[src/rtl/mini_uart.sv]
module mini_uart #(
  parameter int ADDR_W = 8,
  parameter int DEPTH  = 8,
  parameter int DIV_W  = 16
) (
  input  logic              clk,
  input  logic              rst_n,
  input  logic [ADDR_W-1:0] addr,
  input  logic              wr_en,
  input  logic              rd_en,
  input  logic [31:0]       wdata,
  output logic [31:0]       rdata,
  output logic              tx,
  input  logic              rx,
  output logic              rts,
  output logic              irq
);
  localparam int PW = $clog2(DEPTH);
  localparam int CW = PW + 1;
  localparam logic [ADDR_W-1:0] A_DATA = ADDR_W'(8'h40);
  localparam logic [ADDR_W-1:0] A_IEN  = ADDR_W'(8'h44);
  localparam logic [ADDR_W-1:0] A_LINE = ADDR_W'(8'h4C);
  localparam logic [ADDR_W-1:0] A_MDM  = ADDR_W'(8'h50);
  localparam logic [ADDR_W-1:0] A_STAT = ADDR_W'(8'h54);
  localparam logic [ADDR_W-1:0] A_CTL  = ADDR_W'(8'h60);
  localparam logic [ADDR_W-1:0] A_DIV  = ADDR_W'(8'h68);
  localparam logic [CW-1:0] FULL = CW'(DEPTH);
  localparam logic [PW-1:0] LASTP = PW'(DEPTH - 1);

  typedef enum logic [1:0] {T_IDLE, T_START, T_DATA, T_STOP} tx_st_t;
  typedef enum logic [2:0] {R_IDLE, R_START, R_DATA, R_STOP, R_WAIT} rx_st_t;

  logic [1:0]       ien, line, ctl;
  logic             mdm_rts;
  logic [DIV_W-1:0] div;
  logic             unused_hi;
  assign unused_hi = ^wdata[31:DIV_W];

  wire wr_dat = wr_en && addr == A_DATA;
  wire rd_dat = rd_en && addr == A_DATA;
  wire [2:0] last_bit = line[0] ? 3'd7 : 3'd6;

  always_ff @(posedge clk or negedge rst_n)
    if (!rst_n) begin
      ien <= '0; line <= '0; ctl <= '0; mdm_rts <= 1'b0; div <= '0;
    end else if (wr_en) begin
      case (addr)
        A_IEN:  ien <= wdata[1:0];
        A_LINE: line <= wdata[1:0];
        A_MDM:  mdm_rts <= wdata[1];
        A_CTL:  ctl <= wdata[1:0];
        A_DIV:  div <= wdata[DIV_W-1:0];
        default: ;
      endcase
    end

  // transmit queue
  logic [7:0]    txq [DEPTH];
  logic [PW-1:0] tx_wp, tx_rp;
  logic [CW-1:0] tx_count;
  logic          tx_pop;
  wire tx_push = wr_dat && tx_count != FULL;

  always_ff @(posedge clk)
    if (tx_push) txq[tx_wp] <= wdata[7:0];

  always_ff @(posedge clk or negedge rst_n)
    if (!rst_n) begin
      tx_wp <= '0; tx_rp <= '0; tx_count <= '0;
    end else begin
      if (tx_push) tx_wp <= (tx_wp == LASTP) ? '0 : tx_wp + 1'b1;
      if (tx_pop)  tx_rp <= (tx_rp == LASTP) ? '0 : tx_rp + 1'b1;
      case ({tx_push, tx_pop})
        2'b10: tx_count <= tx_count + 1'b1;
        2'b01: tx_count <= tx_count - 1'b1;
        default: ;
      endcase
    end

  // transmitter
  tx_st_t           tx_st;
  logic [DIV_W-1:0] tx_pre;
  logic [2:0]       tx_sub, tx_bit;
  logic [7:0]       tx_sh;
  logic             tx_out;
  wire tx_tick = tx_pre >= div;
  wire tx_busy = tx_st != T_IDLE;
  assign tx_pop = !tx_busy && ctl[1] && tx_count != '0;
  assign tx = tx_out;

  always_ff @(posedge clk or negedge rst_n)
    if (!rst_n) begin
      tx_st <= T_IDLE; tx_out <= 1'b1; tx_pre <= '0;
      tx_sub <= '0; tx_bit <= '0; tx_sh <= '0;
    end else if (!tx_busy) begin
      if (tx_pop) begin
        tx_st <= T_START; tx_out <= 1'b0; tx_sh <= txq[tx_rp];
        tx_pre <= '0; tx_sub <= '0;
      end
    end else begin
      tx_pre <= tx_tick ? '0 : tx_pre + 1'b1;
      if (tx_tick) begin
        tx_sub <= tx_sub + 1'b1;
        if (tx_sub == 3'd7)
          case (tx_st)
            T_START: begin tx_st <= T_DATA; tx_out <= tx_sh[0]; tx_bit <= '0; end
            T_DATA:
              if (tx_bit == last_bit) begin
                tx_st <= T_STOP; tx_out <= 1'b1;
              end else begin
                tx_bit <= tx_bit + 1'b1;
                tx_sh <= {1'b0, tx_sh[7:1]};
                tx_out <= tx_sh[1];
              end
            default: tx_st <= T_IDLE;
          endcase
      end
    end

  // receiver
  rx_st_t           rx_st;
  logic             rx_m, rx_s;
  logic [DIV_W-1:0] rx_pre;
  logic [2:0]       rx_sub, rx_bit;
  logic [7:0]       rx_sh;
  logic             rx_done;
  wire rx_tick = rx_pre >= div;

  always_ff @(posedge clk or negedge rst_n)
    if (!rst_n) begin
      rx_m <= 1'b1; rx_s <= 1'b1; rx_st <= R_IDLE; rx_pre <= '0;
      rx_sub <= '0; rx_bit <= '0; rx_sh <= '0; rx_done <= 1'b0;
    end else begin
      rx_m <= rx; rx_s <= rx_m; rx_done <= 1'b0;
      case (rx_st)
        R_IDLE:
          if (ctl[0] && !rx_s) begin
            rx_st <= R_START; rx_pre <= '0; rx_sub <= '0;
          end
        R_WAIT: if (rx_s) rx_st <= R_IDLE;
        default: begin
          rx_pre <= rx_tick ? '0 : rx_pre + 1'b1;
          if (rx_tick) begin
            rx_sub <= rx_sub + 1'b1;
            if (rx_st == R_START && rx_sub == 3'd3) begin
              rx_sub <= '0; rx_bit <= '0;
              rx_st <= rx_s ? R_IDLE : R_DATA;
            end else if (rx_sub == 3'd7) begin
              if (rx_st == R_DATA) begin
                rx_sh <= {rx_s, rx_sh[7:1]};
                if (rx_bit == last_bit) rx_st <= R_STOP;
                else rx_bit <= rx_bit + 1'b1;
              end else begin
                rx_done <= rx_s;
                rx_st <= rx_s ? R_IDLE : R_WAIT;
              end
            end
          end
        end
      endcase
    end

  // receive queue
  logic [7:0]    rxq [DEPTH];
  logic [PW-1:0] rx_wp, rx_rp;
  logic [CW-1:0] rx_count;
  wire rx_push = rx_done && rx_count != FULL;
  wire rx_pop  = rd_dat && rx_count != '0;
  wire [7:0] rx_byte = line[0] ? rx_sh : {1'b0, rx_sh[7:1]};

  always_ff @(posedge clk)
    if (rx_push) rxq[rx_wp] <= rx_byte;

  always_ff @(posedge clk or negedge rst_n)
    if (!rst_n) begin
      rx_wp <= '0; rx_rp <= '0; rx_count <= '0;
    end else begin
      if (rx_push) rx_wp <= (rx_wp == LASTP) ? '0 : rx_wp + 1'b1;
      if (rx_pop)  rx_rp <= (rx_rp == LASTP) ? '0 : rx_rp + 1'b1;
      case ({rx_push, rx_pop})
        2'b10: rx_count <= rx_count + 1'b1;
        2'b01: rx_count <= rx_count - 1'b1;
        default: ;
      endcase
    end

  // status, read path, side outputs
  wire rx_avail = rx_count != '0;
  wire tx_room  = tx_count != FULL;
  wire tx_quiet = tx_count == '0 && !tx_busy;

  always_ff @(posedge clk or negedge rst_n)
    if (!rst_n) rdata <= '0;
    else if (rd_en)
      case (addr)
        A_DATA: rdata <= rx_avail ? {24'd0, rxq[rx_rp]} : '0;
        A_IEN:  rdata <= {30'd0, ien};
        A_LINE: rdata <= {30'd0, line};
        A_MDM:  rdata <= {30'd0, mdm_rts, 1'b0};
        A_STAT: rdata <= {25'd0, tx_quiet, tx_room, 4'd0, rx_avail};
        A_CTL:  rdata <= {30'd0, ctl};
        A_DIV:  rdata <= 32'(div);
        default: rdata <= '0;
      endcase

  assign rts = !mdm_rts;
  assign irq = (ien[0] && rx_avail) || (ien[1] && tx_count == '0);
endmodule

[config.mk]
export PLATFORM = sky130hd
export DESIGN_NAME = mini_uart
export DESIGN_NICKNAME = d
export VERILOG_FILES = /design/src/rtl/mini_uart.sv
export SDC_FILE = /design/constraint.sdc
export NUM_CORES = 1
export LEC_CHECK = 0
export CORE_MARGIN = 2
export CORE_UTILIZATION = 55
export CTS_CLUSTER_SIZE = 24
export DETAILED_ROUTE_END_ITERATION = 8
export PLACE_DENSITY = 0.75
export RECOVER_POWER = 100
export SLEW_MARGIN = 20
export SYNTH_ARGS = -nofsm -noshare
export SYNTH_HDL_FRONTEND = slang
export SYNTH_SLANG_ARGS = --single-unit
[constraint.sdc]
create_clock -name clk -period 3.64 [get_ports clk]
set_clock_uncertainty 0.2 [all_clocks]
set_input_delay 0.728 -clock clk [delete_from_list [all_inputs] [get_ports clk]]
set_output_delay 0.728 -clock clk [all_outputs]
set_load 0.02 [all_outputs]
Word level (Yosys, flattened, before mapping)
Memory sizes are Yosys's and may differ from the RTL's. Cells that the tools add are included.

Memory bits (read-only): 0. Memories kept: 2. Word-level logic and storage cells: 197. Register bits after elaboration: 144. Input port bits: 45. Output and inout port bits: 35. Bits in latches: 0. Memory bits (writable): 128.

Order comparisons: 2. Reduce and logical (&&, ||, !) cells: 46. $add $sub $neg: 14. Muxes and demuxes: 66. $mul: 0. Equality and inequality tests: 38. Bitwise operators: 3. Divide/modulo/power cells: 0. Shifts and indexed selects: 0.

Memory list: rxq (depth 8, bits a word 8, read ports 1, clocked after memory_dff 0, write ports 1, RTL line 164) `logic [7:0] rxq [DEPTH];`; txq (depth 8, bits a word 8, read ports 1, clocked after memory_dff 0, write ports 1, RTL line 58) `logic [7:0] txq [DEPTH];`.

Operators with widths (count): one-hot mux 16 bit (7 select lines) (1); 2-to-1 mux 16 bit (5); 2-to-1 mux 3 bit (23); 2-to-1 mux 8 bit (8); == test 8 x 7 -> 1 bit, second input constant (7); adder 16 x 1 -> 16 bit, second input constant (2); greater-or-equal comparator 16 bit (2); one-hot mux 16 bit (2 select lines) (1); AND reduction 5 bit (5); adder 3 x 1 -> 3 bit, second input constant (8); == test 3 bit, second input constant (7); one-hot mux 3 bit (2 select lines) (3); one-hot mux 4 bit (2 select lines) (2); nonzero test 2 bit (8); 2-to-1 mux 1 bit (15); AND reduction 2 bit (7); logical AND 1 bit (12); 2-to-1 mux 2 bit (6); != test 2 bit, second input constant (6); nonzero test 4 bit (3); adder 4 x 1 -> 4 bit, second input constant (2); != test 4 bit, second input constant (2); AND reduction 4 bit (2); subtractor 4 x 1 -> 4 bit, second input constant (2); other kinds (19) (30).

Depth between registers and ports, before layout
Gate-level depths: netlist (run 1).

Word-level depth: 8. Gate-level depth with buffers: 12. Depth with buffers taken out: 11.

Worst setup path before layout (run 1)
OpenSTA, ideal clock, no wires.

Kind: input -> register. Start point: input addr[7]. End point: register rx_count[3]. Stages on the path: 11. Required time: 3315 ps. Arrival: 2842 ps. Path buffers: 0. Slack: 473 ps. Setup time: 125 ps. Path through: or4b_4 -> nor4_2 -> nand3_1 -> inv_1 -> ha_1 -> ha_1 -> a21o_1 -> a21oi_1 -> xnor2_1 -> nor2_1 -> xor2_1.

Cells in the longest elaborated chain, start to end: 5. Elaborated cells between the ends (all ways): 7. Classes of those cells: 3 x eq/ne; 1 x mux; 3 x reduce/logical.

Ends and longest elaborated chain: start: declaration (RTL line 8) `input logic [ADDR_W-1:0] addr,`; == test 8 x 7 -> 1 bit (*) (RTL line 40) `wire rd_dat = rd_en && addr == A_DATA;`; logical AND 1 bit (*) (RTL line 40); logical AND 1 bit (*) (RTL line 168) `wire rx_pop = rd_dat && rx_count != '0;`; net rx_pop (RTL line 168); == test 2 x 1 -> 1 bit / == test 2 bit (equally long branches) (RTL line 180) `case ({rx_push, rx_pop})`; one-hot mux 4 bit (2 select lines) / nonzero test 2 bit (equally long branches); end signal: assignment (RTL line 181) `2'b10: rx_count <= rx_count + 1'b1;`; end signal: assignment (RTL line 182) `2'b01: rx_count <= rx_count - 1'b1;`; end: declaration (RTL line 166) `logic [CW-1:0] rx_count;`.

Mark *: on every way through the listed nets, which the timed path passes. The rest lies on a longest branch. A chain may end at the register's enable or synchronous reset.

Final worst setup path (run 1)
Start point: register tx_count[1]. End point: output irq.

Cells in the longest elaborated chain, start to end: 3.

Ends and longest elaborated chain: start: declaration (RTL line 60) `logic [CW-1:0] tx_count;`; start signal: assignment (RTL line 74) `2'b10: tx_count <= tx_count + 1'b1;`; start signal: assignment (RTL line 75) `2'b01: tx_count <= tx_count - 1'b1;`; logical NOT 4 bit (RTL line 207) `assign irq = (ien[0] && rx_avail) || (ien[1] && tx_count == '0);`; logical AND 1 bit (RTL line 207); logical OR 1 bit (RTL line 207); end: declaration (RTL line 16) `output logic irq`.

Every way passes these cells.

==> results of run 1 <==
## path summary, 6_finish.rpt
check	endpoint	slack [ps]	cells after the start
worst max register to register	tx_bit[2]	390	8
worst max-delay path	irq	210	4
worst min-delay path	rx_s	160	0
min in group asynchronous	tx_sh[5]	690	2
worst min register to register	rx_s	160	0
max in group asynchronous	rx_bit[0]	920	3
## synth_stat cells (all sizes together), types with 4 or more instances
cell / count / area [um2]
nand4: 18 / 134
a21o: 11 / 82.6
and3: 15 / 93.8
buf: 36 / 239
nor3: 19 / 111
or3: 6 / 37.5
o21a: 13 / 97.6
o21ai: 40 / 211
a22oi: 4 / 48.8
nand2b: 11 / 68.8
ha: 57 / 713
xor2: 13 / 114
mux4: 32 / 721
inv: 55 / 206
xnor2: 8 / 70.1
clkbuf: 10 / 37.5
nand3: 28 / 150
nor2: 53 / 199
o22ai: 6 / 37.5
nor2b: 11 / 68.8
nor4: 10 / 75.1
o211ai: 12 / 90.1
o311ai: 4 / 65.1
nand2: 72 / 278
mux2: 53 / 627
dfrtp: 125 / 3130
mux2i: 17 / 170
edfxtp: 128 / 3840
a21oi: 25 / 140
## critical path: stages (launching register included)
cell,delay [ps]
dfrtp_1,450
nor4_1,610
nand2_1,120
o21ai_0,90
dlygate4sd3_1,700
## area by class of cell
class                      count  area [um2]  area share (%)
clock buffer                  35         716            5.16
clock inverter                14         125           0.901
inverter                      55         206            1.49
multi-input combinational    600        4780            34.4
sequential                   256        7050            50.8
tap                          280         350            2.52
timing repair buffer          81         652            4.70
## metrics by stage
step,setup WS (ps),instances,area (um2),hold WS (ps)
final,215,1321,13900,155
after global routing,144,1321,13900,164
after CTS,277,1321,14100,156
after detailed placement,10.8,1271,13200,147
after global placement,65.5,1271,13200,146
after floorplan,473,957,12400,145
## sequential cells by signal (all words and copies together), names as in the netlist, 3 cells and up
register  cells
rxq          64
rx_pre       16
tx_rp         3
txq          64
tx_sub        3
rx_bit        3
rx_count      4
rx_st         3
rx_sub        3
div          16
rx_rp         3
rx_wp         3
tx_wp         3
tx_count      4
tx_bit        3
rx_sh         8
tx_pre       16
tx_sh         8
rdata        16
## routing by layer
layer | global-route usage (%) | vias up | wire length (um)
met4 | 6.99 | 0 | 846
met5 | 0 | - | 0
met1 | 29.6 | 3903 | 10800
met2 | 37.2 | 180 | 12800
li1 | - | 3648 | -
met3 | 3.13 | 50 | 1000
## timing repair
action | 4_1_cts | 5_1_grt
hold buffers | 1 | 0
hold endpoints to repair | 16 | 0
endpoints found under the setup margin | 0 | 0
## power by group through the flow
stage                     combinational, uW  sequential, uW  clock, uW
after floorplan                        1080            3480          0
after global placement                 1310            3550          0
after detailed placement               1360            3560          0
after CTS                              1360            3510       2660
after global routing                   1440            3530       2780
final                                  1270            3500       2620
## cell families (layout without fill, tap and decap cells)
group           Yosys count  in the layout  synth area share, %
buf+inv                 101            185                 3.90
other cells               1             16               0.0303
simple gates            260            260                 11.0
compound gates          142            142                 8.26
mux                     102            102                 12.3
xor+xnor                 21             21                 1.49
fa+ha+maj                59             59                 6.08
flops                   256            256                 56.9
==> flow_metrics.tcl, run 1 <==
set metrics [dict create \
    cts_resized 0 \
    hold_path_startpoint "rx_m" \
    place.port_buffers 47 \
    power.density_mw_per_mm2 533 \
    fp.coreArea_mm2 0.0220 \
    crit_path_start_kind "flop" \
    die_area_mm2 0.0237 \
    final_cell_mix "128 x edfxtp_1, 125 x dfrtp_1, 72 x nand2_1" \
    seq_power_share_pct 47.4 \
    vias 7781 \
    nNetsFinal 1125 \
    fin_crit_ps 3430 \
    synth_area_mm2 0.0124 \
    drc 0 \
    gp_congestion 0.830 \
    internal-power_uw 5310 \
    cp-startpoint "tx_count[1]" \
    post_cts_buffers 0 \
    cp_data_required_time_ps 2710 \
    track_usage_pct 22.0 \
    hold_class "flop to flop" \
    finalSetupTns_ps 0 \
    cts_buffers 27 \
    power_switching_share_pct 28.2 \
    grt_max_degree 70 \
    worstMarginPinSlew_ps 1060 \
    worstSetupPathType "flop to output port" \
    slew_headroom_pct 29.2 \
    die_y_um 154 \
    fp.dieW_um 154 \
    grt_pass1_wl_um 41200 \
    hold_viol_final 0 \
    setup_viol 0 \
    power.total_uw 7400 \
    synth-async-reset-ratio_pct 50.0 \
    clk_pin_slew_ps 60 \
    rows 54 \
    antenna_left 0 \
    clockBufferDepth 3 \
    fmax_mhz 292 \
    crit_fanout 6 \
    ios 80 \
    dp_hpwl_um 17700 \
    cts_max_level 1 \
    yosysWarnings 0 \
    p_leak_uw 0.00569 \
    ir_worst_vdd_mv 0.435 \
    antenna_found_initial 0 \
    syn2layout_area_growth_pct 12.1 \
    mostFrequentLayoutCell "edfxtp_1" \
    start_util_pct 56.4 \
    clockPowerShare_pct 35.5 \
    clock-root-buffer "clkbuf_16" \
    combPwrFrac_pct 17.2 \
    synth-edff-count 128 \
    synthFlopType "edfxtp_1" \
    synth_cells 942 \
    drt-wirelength-per-cell_um 19.3 \
    num_antenna_cells 0 \
    syn_avg_cell_area_um2 13.1 \
    nFillCells 1656 \
    final_core_util_pct 63.2 \
    ys_seq_elements 256 \
    drt_pre_antenna_iters 5 \
    arrival_ps 2500 \
    synth.distinct_cells 76 \
    wirelength_um 25500 \
    endpoint_kind "output port" \
    r2r_start "div[15]" \
    drive_gt1_share_pct 13.7 \
    slew_violations 0 \
    cts_tree "done" \
    grt_overflow_total 0 \
    ys_seq_area_share_pct 56.9 \
    clk_latency_ps 520 \
    cts.sinks 256 \
    grt_pass1_vias 7651 \
    routed_via_density 5.89 \
    status "completed" \
    rsz0062_at_grt "false" \
    fin_crit_sh_pct 94.1 \
    maxCapViolations 0 \
    detail_route.iter0.violations 600 \
    power_switching_uw 2090 \
]
Note: power is estimated with default switching activity, not from simulation.
==> inputs of run 2 (changes only) <==
--- a/config.mk
+++ b/config.mk
@@ -5,6 +5,7 @@
 export SDC_FILE = /design/constraint.sdc
 export NUM_CORES = 1
 export LEC_CHECK = 0
+export CORE_ASPECT_RATIO = 0.7
 export CORE_MARGIN = 2
 export CORE_UTILIZATION = 55
 export CTS_CLUSTER_SIZE = 24
==> run 2 against run 1 <==
Register-to-register slack about the same. Global-route usage increased by 0.53 points. Largest cell class unchanged. Largest power group unchanged. Combinational power about the same. First-iteration DRC count decreased by 9.2%. Non-clock buffer count decreased by 5. Sequential share of layout area about the same. Wire length increased by 0.99%.
==> flow_metrics.tcl, run 2 (same netlist as run 1, synthesis figures left out) <==
set metrics [dict create \
    nNetsFinal 1117 \
    drive_gt1_share_pct 13.7 \
    die_area_mm2 0.0237 \
    crit_fanout 8 \
    reg2reg_depth 7 \
    post-place-ws_ps -33.4 \
    grt_max_degree 76 \
    vias 7749 \
    fin_crit_ps 3320 \
    final_cell_mix "128 x edfxtp_1, 125 x dfrtp_1, 71 x nand2_1" \
    hold_path_startpoint "rx_m" \
    cts_max_level 1 \
    hold_class "flop to flop" \
    ios 80 \
    cts.sinks 256 \
    arrival_ps 3270 \
    status "completed" \
    antenna_found_initial 0 \
    drc 0 \
    whs_path_depth 0 \
    cts_buffers 24 \
    place.port_buffers 47 \
    num_antenna_cells 0 \
    rsz0062_at_grt "false" \
    fin_ws_ps 322 \
    r2r-end "tx_bit[2]" \
    start_util_pct 56.5 \
    detail_route.iter0.violations 545 \
    ir_worst_vdd_mv 0.372 \
    grt_pass1_wl_um 41300 \
    drt-wirelength-per-cell_um 19.6 \
    fmax_mhz 301 \
    power.density_mw_per_mm2 535 \
    cts_resized 0 \
    clockBufferDepth 3 \
    dp_hpwl_um 17600 \
    track_usage_pct 22.5 \
    rows 45 \
    setup_viol 0 \
    fp.coreArea_mm2 0.0219 \
    cp_data_required_time_ps 3600 \
    cts_tree "done" \
    grt_pass1_vias 7505 \
    worstSetupPathType "input port to flop" \
    crit_path_start_kind "input port" \
    p_leak_uw 0.00570 \
    drt_pre_antenna_iters 5 \
    syn2layout_area_growth_pct 12.1 \
    dp.cells 1268 \
    seqCellArea_mm2 0.00705 \
    die_y_um 130 \
    largestRegisters "rxq: 64 flops, txq: 64 flops" \
    r2r_slack_ps 390 \
    slew_violations 0 \
    holdPathEnd "rx_s" \
    multi_input_area_mm2 0.00481 \
    routed_via_density 5.90 \
    clock-root-buffer "clkbuf_16" \
    antenna_left 0 \
    clk_pin_slew_ps 60 \
    nFillCells 1655 \
    worstMarginPinSlew_ps 1430 \
    maxCapViolations 0 \
    instances_no_fill 1313 \
    endpoint_kind "flop" \
    hold_viol_final 0 \
    mostFrequentLayoutCell "edfxtp_1" \
    fp.dieW_um 183 \
    cp_slowest_stage_delay_ps 630 \
    cpMaxStageDelayCell "or4b_1" \
    slew_headroom_pct 4.84 \
    clk_latency_ps 520 \
    gp_congestion 0.877 \
    wirelength_um 25700 \
    grt_overflow_total 0 \
    fin_crit_sh_pct 91.2 \
    path_cells "clkdlybuf4s50_1, or4b_1, nor3_1, nand4_4, clkbuf_1, inv_1, nand2_1, nor3_1, clkbuf_1" \
    r2r_start "tx_pre[13]" \
]
run 2: per-stage QoR:
stage / area [um2] / power (uW) / TNS, ps / util (%) / hold slack [ps]
floorplan: 12400 / 4570 / 0 / - / 145
global placement: 13200 / 4850 / 0 / 60.3 / 149
detailed placement: 13200 / 4910 / -33.4 / 60.3 / 150
CTS: 14000 / 7530 / 0 / 64.1 / 158
global route: 13900 / 7770 / 0 / 63.4 / 158
finish: 13900 / 7420 / 0 / 63.4 / 156
run 2: worst max-delay path by stage:
stage	startpoint	endpoint	slack, ps	depth (start not counted)
global placement	addr[7]	tx_count[3]	50	11
floorplan	addr[7]	rx_count[3]	470	11
finish	addr[7]	txq[1][7]	320	9
global route	addr[7]	rx_count[3]	140	12
CTS	tx_count[0]	irq	370	4
detailed placement	addr[7]	rx_count[3]	-30	12
run 2: final cells by class:
class	count	share of cell area [%]
inverter	55	1.49
tap	282	2.54
timing repair buffer	76	4.60
multi-input combinational	600	34.6
sequential	256	50.8
clock inverter	17	1.35
clock buffer	27	4.56
run 2: routing by layer:
layer  track usage [%]  vias up  wire length (um)
met2              36.0      218             11900
li1                  -     3617                 -
met4              4.80        0               462
met5                 0        -                 0
met1              33.2     3877             11900
met3              3.43       37              1440
run 2: critical path: cells and delay by family:
kind / cells / cell delay [ps]
buf+inv: 4 / 1140
simple gates: 5 / 1420
run 2: report_power, final:
part / switching [uW] / total [uW] / internal [uW]
Sequential: 234 / 3510 / 3280
Clock: 1080 / 2620 / 1540
Combinational: 773 / 1290 / 515
run 2: what timing repair did:
item                      in CTS  in global routing
setup buffers                  0                  0
hold buffers                   1                  0
hold endpoints to repair      39                  0
==> inputs of run 3 (changes only) <==
--- a/config.mk
+++ b/config.mk
@@ -5,6 +5,8 @@
 export SDC_FILE = /design/constraint.sdc
 export NUM_CORES = 1
 export LEC_CHECK = 0
+export ABC_AREA = 1
+export CAP_MARGIN = 10
 export CORE_ASPECT_RATIO = 0.7
 export CORE_MARGIN = 2
 export CORE_UTILIZATION = 55
@@ -12,6 +14,7 @@
 export DETAILED_ROUTE_END_ITERATION = 8
 export PLACE_DENSITY = 0.75
 export RECOVER_POWER = 100
+export SKIP_CTS_REPAIR_TIMING = 1
 export SLEW_MARGIN = 20
 export SYNTH_ARGS = -nofsm -noshare
 export SYNTH_HDL_FRONTEND = slang
==> run 3 against run 2 <==
Sequential share of layout area fell by 0.72 points. The run now ends with max-capacitance violations, max-slew violations left. Cell area increased by 1.4%. Critical endpoint is now div[14]. Largest power group unchanged. Via count up 20%. Critical path depth decreased by 1. First-iteration DRC count up 63%. Clock power rose by 7.6%. Cell count grew 25%. Register-to-register slack gained 190 ps. Sequential power decreased by 3%. Largest cell class unchanged. Clock-buffer cell count increased by 7.
==> flow_metrics.tcl, run 3 <==
set metrics [dict create \
    nNetsFinal 1444 \
    power.density_mw_per_mm2 572 \
    nFillCells 1762 \
    multi_input_area_mm2 0.00474 \
    fmax_mhz 304 \
    status "complete, but fails checks" \
    placed_area_mm2 0.0133 \
    grt_max_degree 79 \
    cp_slowest_stage_delay_ps 590 \
    gp_congestion 0.888 \
    ir_worst_vdd_mv 0.336 \
    clockBufferDepth 3 \
    whs_path_depth 0 \
    synth.distinct_cells 55 \
    maxCapViolations 1 \
    clk_pin_slew_ps 60 \
    cts.sinks 256 \
    finalSetupTns_ps 0 \
    cts_max_level 1 \
    synth_top_area_share_pct 30.8 \
    antenna_found_initial 0 \
    ys_seq_area_share_pct 56.4 \
    fin_crit_ps 3290 \
    grt_pass1_wl_um 46300 \
    final_area_mm2 0.0141 \
    cts_tree "done" \
    arrival_ps 3490 \
    mostFrequentLayoutCell "nand2_1" \
    drt_pre_antenna_iters 5 \
    place.port_buffers 47 \
    die_area_mm2 0.0240 \
    setup_viol 0 \
    drc 0 \
    drive_gt1_share_pct 6.18 \
    rows 46 \
    slew_violations 79 \
    synth_area_mm2 0.0125 \
    largestRegisters "rxq: 64 flops, txq: 64 flops" \
    final_cell_mix "258 x nand2_1, 134 x nor2_1, 128 x edfxtp_1" \
    antenna_left 0 \
    yosysMostFrequentCell "nand2_1" \
    cp_data_required_time_ps 3840 \
    ys_seq_elements 256 \
    crit_path_start_kind "input port" \
    synth_top_area_cell "edfxtp_1" \
    power.total_uw 8040 \
    wirelength_um 28600 \
    crit_fanout 18 \
    cts_buffers 25 \
    yosysWarnings 0 \
    syn_avg_cell_area_um2 9.80 \
    synth_cells 1275 \
    fp.dieW_um 184 \
    start_util_pct 55.6 \
    timing.critical_path.mode_cell "nand2_1" \
    hold_class "flop to flop" \
    cpMaxStageDelayCell "dlygate4sd3_1" \
    reg2reg_depth 11 \
    routed_via_density 5.63 \
    synth_common_cells "254 x nand2_1, 131 x nor2_1, 128 x edfxtp_1" \
    detail_route.iter0.violations 887 \
    syn2layout_area_growth_pct 12.7 \
    grt_pass1_vias 8849 \
    path_cells "dlygate4sd3_1, clkbuf_1, inv_1, nor3_1, nand2_1, clkinvlp_2, nand2_1, mux2_1" \
    vias 9272 \
    synth.area.top_cells "edfxtp_1 31%, dfrtp_1 25%, nand2_1 7.6%" \
    num_antenna_cells 0 \
    seqCellArea_mm2 0.00705 \
    synth-async-reset-ratio_pct 50.0 \
    drt-wirelength-per-cell_um 17.3 \
    final_core_util_pct 62.7 \
    synthFlopType "edfxtp_1" \
    rsz0062_at_grt "false" \
    synth-edff-count 128 \
    worstSetupPathType "input port to flop" \
    track_usage_pct 24.7 \
    slew_headroom_pct -32.1 \
    violations "max-capacitance violations, max-slew violations" \
    ios 80 \
    p_leak_uw 0.00618 \
    clock-root-buffer "clkbuf_16" \
    worstMarginPinSlew_ps 1980 \
    clk_latency_ps 520 \
    hold_viol_final 0 \
    fin_crit_sh_pct 90.5 \
    dp_hpwl_um 19900 \
    grt_overflow_total 0 \
    fp.coreArea_mm2 0.0224 \
    endpoint_kind "flop" \
    die_y_um 130 \
]
## run 3: cell count changes after synthesis, moves of 14 or more
cell and change:
and3_1 -15, clkbuf_1 +14, inv_1 +47, mux2_2 -36, mux2i_1 -17, mux4_2 -32
nand2_1 +183, nand3_1 +55, nor2_1 +78, o21ai_0 +88, o22ai_1 +17
## run 3: per-stage QoR
step / hold WS [ps] / instances / worst slack [ps]
2_1_floorplan: 145 / 1290 / 790
3_3_place_gp: 146 / 1601 / 201
3_5_place_dp: 155 / 1601 / 97.9
4_1_cts: 49.9 / 1647 / 572
5_1_grt: 163 / 1647 / 166
6_report: 162 / 1647 / 347
## run 3: kinds of logic (layout without fill, tap and decap cells)
group / Yosys count / after routing / share of synthesized area, %
buf+inv: 161 / 230 / 5.50
other cells: 1 / 16 / 0.0300
fa+ha+maj: 59 / 59 / 6.03
compound gates: 222 / 222 / 10.0
mux: 14 / 14 / 1.44
xor+xnor: 27 / 27 / 1.89
simple gates: 535 / 535 / 18.7
flops: 256 / 256 / 56.4
## run 3: metal layers
| metal | vias up | global-route usage (%) | part of all wire, % |
|---|---|---|---|
| met5 | - | 0 | 0 |
| met4 | 0 | 6.59 | 2.2 |
| met3 | 45 | 4.30 | 7.3 |
| met2 | 333 | 37.5 | 44 |
| met1 | 4425 | 37.1 | 47 |
| li1 | 4469 | - | - |
## run 3: cell type report
class                      count  share of cell area, %
multi-input combinational    873                   33.7
inverter                     111                   2.97
clock buffer                  34                   5.05
tap                          288                   2.56
sequential                   256                   50.1
timing repair buffer          73                   4.29
clock inverter                12                   1.33
## run 3: worst paths after layout
kind / start / end / slack (ps)
min in group asynchronous: rst_n / div[10] / 540
max: addr[3] / div[14] / 350
min: rx_m / rx_s / 160
max in group asynchronous: rst_n / rx_sh[3] / 750
max reg2reg: div[13] / tx_sh[7] / 580
min reg2reg: rx_m / rx_s / 160
## run 3: power breakdown
group	leakage (uW)	total, uW	switching (uW)	internal [uW]
Clock	0.000444	2820	1090	1720
Sequential	0.00291	3420	191	3230
Combinational	0.00283	1810	1250	559
Total	0.00618	8040	2530	5510
## run 3: worst max-delay path, delay by kind of cell
family,cells,cell delay [ps]
simple gates,3,1110
mux,1,500
buf+inv,4,1140
